## config.mk

```make
export PLATFORM = sky130hd
export DESIGN_NAME = lcd_row_scan
export DESIGN_NICKNAME = d
export VERILOG_FILES = /design/src/rtl/lcd_row_scan_pkg.sv /design/src/rtl/row_scan_sync.sv /design/src/rtl/row_scan_timing.sv /design/src/rtl/row_scan_edge.sv /design/src/rtl/row_scan_chain.sv /design/src/rtl/lcd_row_scan.sv
export SDC_FILE = /design/constraint.sdc
export NUM_CORES = 1
export LEC_CHECK = 0
export ABC_AREA = 1
export BUFFER_PORTS_ARGS = -buffer_cell sky130_fd_sc_hd__buf_2
export CAP_MARGIN = 30
export CORE_UTILIZATION = 49
export CTS_CLUSTER_SIZE = 8
export DETAILED_ROUTE_END_ITERATION = 16
export GPL_TIMING_DRIVEN = 0
export MAX_ROUTING_LAYER = met4
export PLACE_DENSITY = 0.76
export RECOVER_POWER = 25
export SLEW_MARGIN = 10
export SYNTH_ARGS = -nofsm -noshare
export SYNTH_HDL_FRONTEND = slang
export SYNTH_HIERARCHICAL = 1
export SYNTH_SLANG_ARGS = --single-unit
```

## constraint.sdc

```tcl
create_clock -name clk -period 1.5 [get_ports clk]
set_input_delay 0.075 -clock clk [delete_from_list [all_inputs] [get_ports clk]]
set_output_delay 0.075 -clock clk [all_outputs]
set_load 0.01 [all_outputs]
```

## src/rtl/lcd_row_scan_pkg.sv

```systemverilog
package lcd_row_scan_pkg;

  // Shift direction strap encoding
  typedef enum logic {
    SCAN_RIGHT_TO_LEFT = 1'b0,
    SCAN_LEFT_TO_RIGHT = 1'b1
  } scan_dir_e;

  // Per-row drive code handed to the level switches
  typedef struct packed {
    logic sel;   // row selected this line
    logic pol;   // AC frame polarity
  } row_drive_t;

endpackage

```

## src/rtl/row_scan_sync.sv

```systemverilog
module row_scan_sync #(
  parameter int W      = 4,
  parameter int STAGES = 2
) (
  input  logic         clk,
  input  logic         rst,
  input  logic [W-1:0] d,
  output logic [W-1:0] q
);

  logic [W-1:0] pipe [STAGES];

  always_ff @(posedge clk) begin
    if (rst) begin
      for (int i = 0; i < STAGES; i++) pipe[i] <= '0;
    end else begin
      pipe[0] <= d;
      for (int i = 1; i < STAGES; i++) pipe[i] <= pipe[i-1];
    end
  end

  assign q = pipe[STAGES-1];

endmodule

```

## src/rtl/row_scan_timing.sv

```systemverilog
module row_scan_timing #(
  parameter int ROWS     = 64,
  parameter int CLK_HALF = 4
) (
  input  logic clk,
  input  logic rst,
  input  logic run,
  input  logic phase,
  output logic scl_q,
  output logic data_q,
  output logic m_q
);

  localparam int DIV_W  = $clog2(CLK_HALF + 1);
  localparam int LINE_W = (ROWS > 1) ? $clog2(ROWS) : 1;
  localparam logic [DIV_W-1:0]  DIV_LAST  = DIV_W'(CLK_HALF - 1);
  localparam logic [LINE_W-1:0] LINE_LAST = LINE_W'(ROWS - 1);

  logic [DIV_W-1:0]  div_cnt;
  logic [LINE_W-1:0] line_cnt;
  logic              toward_inactive;

  // The coming toggle is the non-shifting edge when the clock currently
  // sits at the level the active edge ends on.
  assign toward_inactive = (scl_q == phase);

  always_ff @(posedge clk) begin
    if (rst || !run) begin
      div_cnt  <= '0;
      scl_q    <= 1'b0;
      line_cnt <= LINE_LAST;
      data_q   <= 1'b0;
      m_q      <= 1'b0;
    end else if (div_cnt == DIV_LAST) begin
      div_cnt <= '0;
      scl_q   <= ~scl_q;
      if (toward_inactive) begin
        if (line_cnt == LINE_LAST) begin
          line_cnt <= '0;
          data_q   <= 1'b1;
          m_q      <= ~m_q;
        end else begin
          line_cnt <= line_cnt + 1'b1;
          data_q   <= 1'b0;
        end
      end
    end else begin
      div_cnt <= div_cnt + 1'b1;
    end
  end

endmodule

```

## src/rtl/row_scan_edge.sv

```systemverilog
module row_scan_edge (
  input  logic clk,
  input  logic rst,
  input  logic src,
  input  logic phase,
  output logic fire
);

  logic prev;

  always_ff @(posedge clk) begin
    if (rst) prev <= 1'b0;
    else     prev <= src;
  end

  assign fire = phase ? (src & ~prev) : (~src & prev);

endmodule

```

## src/rtl/row_scan_chain.sv

```systemverilog
module row_scan_chain #(
  parameter int ROWS = 64
) (
  input  logic            clk,
  input  logic            rst,
  input  logic            shift,
  input  logic            dir,
  input  logic            din,
  output logic [ROWS-1:0] stage,
  output logic            tail
);

  import lcd_row_scan_pkg::*;

  always_ff @(posedge clk) begin
    if (rst) begin
      stage <= '0;
    end else if (shift) begin
      if (scan_dir_e'(dir) == SCAN_LEFT_TO_RIGHT) stage <= {stage[ROWS-2:0], din};
      else                                        stage <= {din, stage[ROWS-1:1]};
    end
  end

  assign tail = dir ? stage[ROWS-1] : stage[0];

endmodule

```

## src/rtl/lcd_row_scan.sv

```systemverilog
module lcd_row_scan #(
  parameter int ROWS        = 64,
  parameter int CLK_HALF    = 4,
  parameter int SYNC_STAGES = 2
) (
  input  logic              clk,
  input  logic              rst,
  input  logic              master_i,
  input  logic              dir_i,
  input  logic              phase_i,
  input  logic              frame_i,
  output logic              frame_o,
  output logic              frame_oe,
  input  logic              scl_i,
  output logic              scl_o,
  output logic              scl_oe,
  input  logic              left_i,
  output logic              left_o,
  output logic              left_oe,
  input  logic              right_i,
  output logic              right_o,
  output logic              right_oe,
  output logic [2*ROWS-1:0] row_code
);

  import lcd_row_scan_pkg::*;

  localparam int SYNC_W = 4;

  logic [SYNC_W-1:0] raw_in, sync_in;
  logic s_frame, s_scl, s_left, s_right;
  logic gen_scl, gen_data, gen_m;
  logic clk_src, shift_en, chain_din, pol_cur, tail;
  logic [ROWS-1:0] stage;

  assign raw_in = {frame_i, scl_i, left_i, right_i};
  assign {s_frame, s_scl, s_left, s_right} = sync_in;

  row_scan_sync #(.W(SYNC_W), .STAGES(SYNC_STAGES)) u_sync (
    .clk(clk), .rst(rst), .d(raw_in), .q(sync_in)
  );

  row_scan_timing #(.ROWS(ROWS), .CLK_HALF(CLK_HALF)) u_timing (
    .clk(clk), .rst(rst), .run(master_i), .phase(phase_i),
    .scl_q(gen_scl), .data_q(gen_data), .m_q(gen_m)
  );

  assign clk_src   = master_i ? gen_scl  : s_scl;
  assign chain_din = master_i ? gen_data : (dir_i ? s_left : s_right);
  assign pol_cur   = master_i ? gen_m    : s_frame;

  row_scan_edge u_edge (
    .clk(clk), .rst(rst), .src(clk_src), .phase(phase_i), .fire(shift_en)
  );

  row_scan_chain #(.ROWS(ROWS)) u_chain (
    .clk(clk), .rst(rst), .shift(shift_en), .dir(dir_i),
    .din(chain_din), .stage(stage), .tail(tail)
  );

  // Port direction: timing pins drive only as master; data ports drive
  // at the output end always and at the input end only as master.
  assign frame_o  = gen_m;
  assign frame_oe = master_i;
  assign scl_o    = gen_scl;
  assign scl_oe   = master_i;
  assign left_o   = dir_i ? gen_data : tail;
  assign right_o  = dir_i ? tail : gen_data;
  assign left_oe  = master_i | ~dir_i;
  assign right_oe = master_i | dir_i;

  // Registered per-row drive codes
  for (genvar k = 0; k < ROWS; k++) begin : g_row
    row_drive_t code_q;
    always_ff @(posedge clk) begin
      if (rst) code_q <= '0;
      else     code_q <= '{sel: stage[k], pol: pol_cur};
    end
    assign row_code[2*k+1:2*k] = code_q;
  end

endmodule

```

* Word-level counts from Yosys, hierarchy flattened
Memories as Yosys holds them, arrays and structs flattened. Index checks and enable logic that the tools add are counted.
Storage, ports and cells: register bits after elaboration 142, memory bits (writable) 8, bits of input ports 9, output and inout bits 136, logic and storage cells 110, memories 1
Memory list:
- u_sync.pipe | depth 2, width 4, read ports 2, clocked after Yosys merged registers in 0, write ports 2, RTL line row_scan_sync.sv:11 | logic [W-1:0] pipe [STAGES];
Cells by class: add/subtract/negate cells 2, equality and inequality tests 3, multiplexer cells 16, bitwise gates (word level) 11, reduce and logical (&&, ||, !) cells 5
Operators with widths (count):
- 64-bit two-way mux | 1
- 1-bit two-way mux | 12
- 4-bit two-way mux | 2
- 6-bit by 1-bit adder with 6-bit output (second input constant) | 1
- 6-bit == test (second input constant) | 1
- 6-bit two-way mux | 1
- 1-bit NOT | 5
- 1-bit OR | 4
- 3-bit by 1-bit adder with 3-bit output (second input constant) | 1
- 3-bit by 2-bit == test with 1-bit output (second input constant) | 1
- 3-bit AND reduction | 1
- 1-bit bitwise AND | 2
- 2-bit AND reduction | 1
- 2-bit OR reduction | 1
- 1-bit == test | 1
- 1-bit zero test | 1
- 1-bit logical OR | 1

* Logic depth before layout (Yosys ltp)
depth in word-level cells 4, depth in mapped cells 12, gate-level depth less buffers 10

* Cells and area by module
Netlist, hierarchy kept.
Modules (own cells, without submodules):
- row_scan_chain | times used 1, cells an instance 551, area each 3323.2 µm², sequential area each 1281.2 µm²
- lcd_row_scan | times used 1, cells an instance 284, area each 2419.8 µm², sequential area each 1301.2 µm²
- row_scan_timing | times used 1, cells an instance 74, area each 569.3 µm², sequential area each 240.2 µm²
- row_scan_sync | times used 1, cells an instance 29, area each 261.5 µm², sequential area each 160.2 µm²
- row_scan_edge | times used 1, cells an instance 8, area each 48.8 µm², sequential area each 20.0 µm²

* Worst setup path after synthesis
OpenSTA, ideal clock, no wires.
kind reg2out, start point register, netlist name row_code[126], end point output row_code[100], data arrival time 1643 ps, data required time 1425 ps, slack -218 ps, stages on the path, launching flop included 2, path buffers 1, cell sequence dfxtp_1 > buf_4
RTL lines:
- end: declaration | RTL line lcd_row_scan.sv:23 | output logic [2*ROWS-1:0] row_code

==> run metrics <==
post-synthesis mux area share 0%; crit-path cells buf_4 -> nand2_2 -> nand2_2 -> inv_2 -> nand3_2 -> nand2_4 -> buf_6 -> buf_4 -> nand3_1 -> nand2_1 -> inv_1; Synth top area share 45.34%; register bit total from synthesis 150; commonest non-fill, non-tap cell in the layout nand2_1; Antenna Violating Nets Remaining 0; Yosys top cell by area dfxtp_1; YS warnings 6; Overall Global Routing Usage 20.27%; routability congestion estimate 0.7797; first-pass GRT wire length 22480 µm; sequential share of the synthesized area 45.34%; Cells after DPL 1266; Mean Syn Cell Area 7.001 µm²; Lkg Pwr 4.446 nW; Worst EP required 1810 ps; post-synth cell types 20; Remaining DRCs 0; Critical Path Max Stage Delay 290 ps; Slew headroom 75.60%; R2R depth 11; number of global-route vias before repair 5076; H-tree Lvls 4; final cycle utilization of the critical path 95.77%; Worst Setup SP u_sync/pipe[0][6]$_SDFF_PP0_; worst slew pin tran 365.6 ps; Final Routed Wirelength 13700 µm; largest family of logic cells by synthesized area simple AND/OR/NAND/NOR gates; Cells after Synth 946; die area 0.01398 mm²; TNS Setup 0 ps; Crit. path cell count 11; worst-path fanout max 10; type of origin of the critical path flop; n_diodes 0; Synth Area in Adders 0.5668%; fraction of layout cells with a size suffix above 1 27.31%; die width 118.3 µm; per-cell routed wire length 10.45 µm; Worst-path clk slew 50 ps; minimum clock period 1437 ps; Via density 4.388; P per Cell Area 1107 mW/mm²; Final nets 1135; max-slew violation count 0; chip height 118.3 µm; gr ovfl total 0; clock network power share 48.4%; mapped cell area 0.006623 mm²; fill count 1123; IO Pins 145; pre-CTS setup slack -39.66 ps; Worst Hold Launch master_i; initial DRC count 402; CTS tree done; crit path kind reg -> reg; Worst R2R Start u_sync/pipe[0][6]$_SDFF_PP0_; CP delay by family, top buffers and inverters; antenna violations before repair 0; outcome finished, final reports clean; most frequent cells in the layout nand2_1, nor2_1, buf_2, inv_1, dfxtp_1; drt first pass iters 5; Slowest cell on crit path dfxtp_1; largest net degree at the start of global routing 33; Port Buf Inserts 144; Non-Filler Instances 1311; post-synthesis simple-gate area fraction 31.32%; clk_skew 4.792 ps; Pint 0.007426 W; Worst Hold Class in -> reg; Sw Ratio 21.21%; Cell Rows 42; top post-synthesis cells by area dfxtp_1, nand2_1, nor2_1; Psw 0.001999 W; worst vdd rail ir drop 750.8 µV; core area 0.01319 mm²; Post-Synth XOR/XNOR Area 0%; CTS max path bufs 2; Crit. End Element flop; Post-DP HPWL 8544 µm; sequential share of power 44.2%; Final Hold Violating Endpoints 0; Hold Crit Depth 4; Net Count, Synth 958; Synth Area in Compound Gates 0.9446%; Num CTS Buffers 17; Worst-Skew Late Latency 410 ps; PnR worst setup slack 63.45 ps; Starting Density 50.21%; f_max 696.1 MHz; max cap viols 0; root buf cell clkbuf_16; # clock sinks 150; Final setup viols 0; vias 5753; Area Growth Syn to Fin 28.55%; Combinational Power Share 7.3%; Crit path buffers/inverters 5; Worst EP arrival 1750 ps
cell type report:
cell class              instances  area (µm²)  area share (%)
clock inverters                 8       142.6           1.675
flip-flops and latches        150        3008           35.33
inverters                     154       578.1           6.790
clock buffers                  23       508.0           5.967
repair buffers                158       924.6           10.86
well taps                     176       220.2           2.587
plain buffers                 112       934.6           10.98
multi-input cells             530        2197           25.81
registers in the layout, indices dropped and copies added (netlist names):
signal             flops
row_code              65
u_chain/stage         64
u_edge/prev            1
u_sync/pipe            8
u_timing/data_q        1
u_timing/div_cnt       3
u_timing/line_cnt      6
u_timing/m_q           1
u_timing/scl_q         1
worst min-delay path, stage by stage:
cell,delay [ps]
buf_2,150
inv_1,80
nor2_2,80
nand2_1,70
final timing paths:
path / end / slack [ps]
min reg2reg: u_sync/pipe[0][5]$_SDFF_PP0_ / 400
max: u_chain/stage[16]$_SDFFE_PP0P_ / 60
min: u_timing/line_cnt[3]$_SDFFE_PP1P_ / 70
max reg2reg: u_chain/stage[16]$_SDFFE_PP0P_ / 60
metrics by stage:
stage / hold WS (ps) / instance area [µm²] / power [W] / util (%)
2_1_floorplan: 147.4 / 6624 / 0.004709 / -
4_1_cts: 48.83 / 8324 / 0.009480 / 63.11
3_5_place_dp: 283.3 / 7565 / 0.004894 / 57.35
3_3_place_gp: 278.9 / 7565 / 0.004883 / 57.35
6_report: 72.87 / 8513 / 0.009425 / 64.54
5_1_grt: 101.9 / 8513 / 0.009786 / 64.54
per-layer routing:
layer	GRT usage, %	vias to the layer above	wire (µm)
met5	-	-	0
met4	7.372	0	184
met3	5.019	22	706
met2	33.97	166	6723
met1	23.44	2518	6090
li1	-	3047	-
power groups by stage:
stage / logic, W / clock network (W) / registers (W)
final: 0.000691 / 0.00457 / 0.00417
after global placement: 0.000623 / 0 / 0.00426
after CTS: 0.000660 / 0.00465 / 0.00417
after global routing: 0.000775 / 0.00483 / 0.00418
after floorplan: 0.000449 / 0 / 0.00426
after detailed placement: 0.000633 / 0 / 0.00426
cell usage after synthesis:
master    number
o31ai_1        1
nor2_1       210
inv_1        151
buf_6         19
a21oi_1        6
buf_2         18
o21ai_1        3
ha_1           3
nand3b_1       1
o21ai_0        2
nand3_2        1
nand2_1      220
nand2_2        3
buf_4         75
nor2_2         2
dfxtp_1      150
nor2_8         1
nand3_1       76
nand2_4        1
inv_2          3
cell families after synthesis:
family | count (synthesis)
buffers and inverters | 266
AO/OA/AOI/OAI | 12
AND/OR/NAND/NOR | 515
adder cells (fa/ha/maj) | 3
flip-flops | 150
what timing repair did:
action                                  4_1_cts  5_1_grt
resized for setup                             4       37
endpoints found under the hold margin         6        0
cloned                                        0        3
endpoints found under the setup margin      105       90
hold buffers                                  6        0
pin swaps                                     0        6
setup buffers                                 2        3
(Power assumes the default switching activity.)
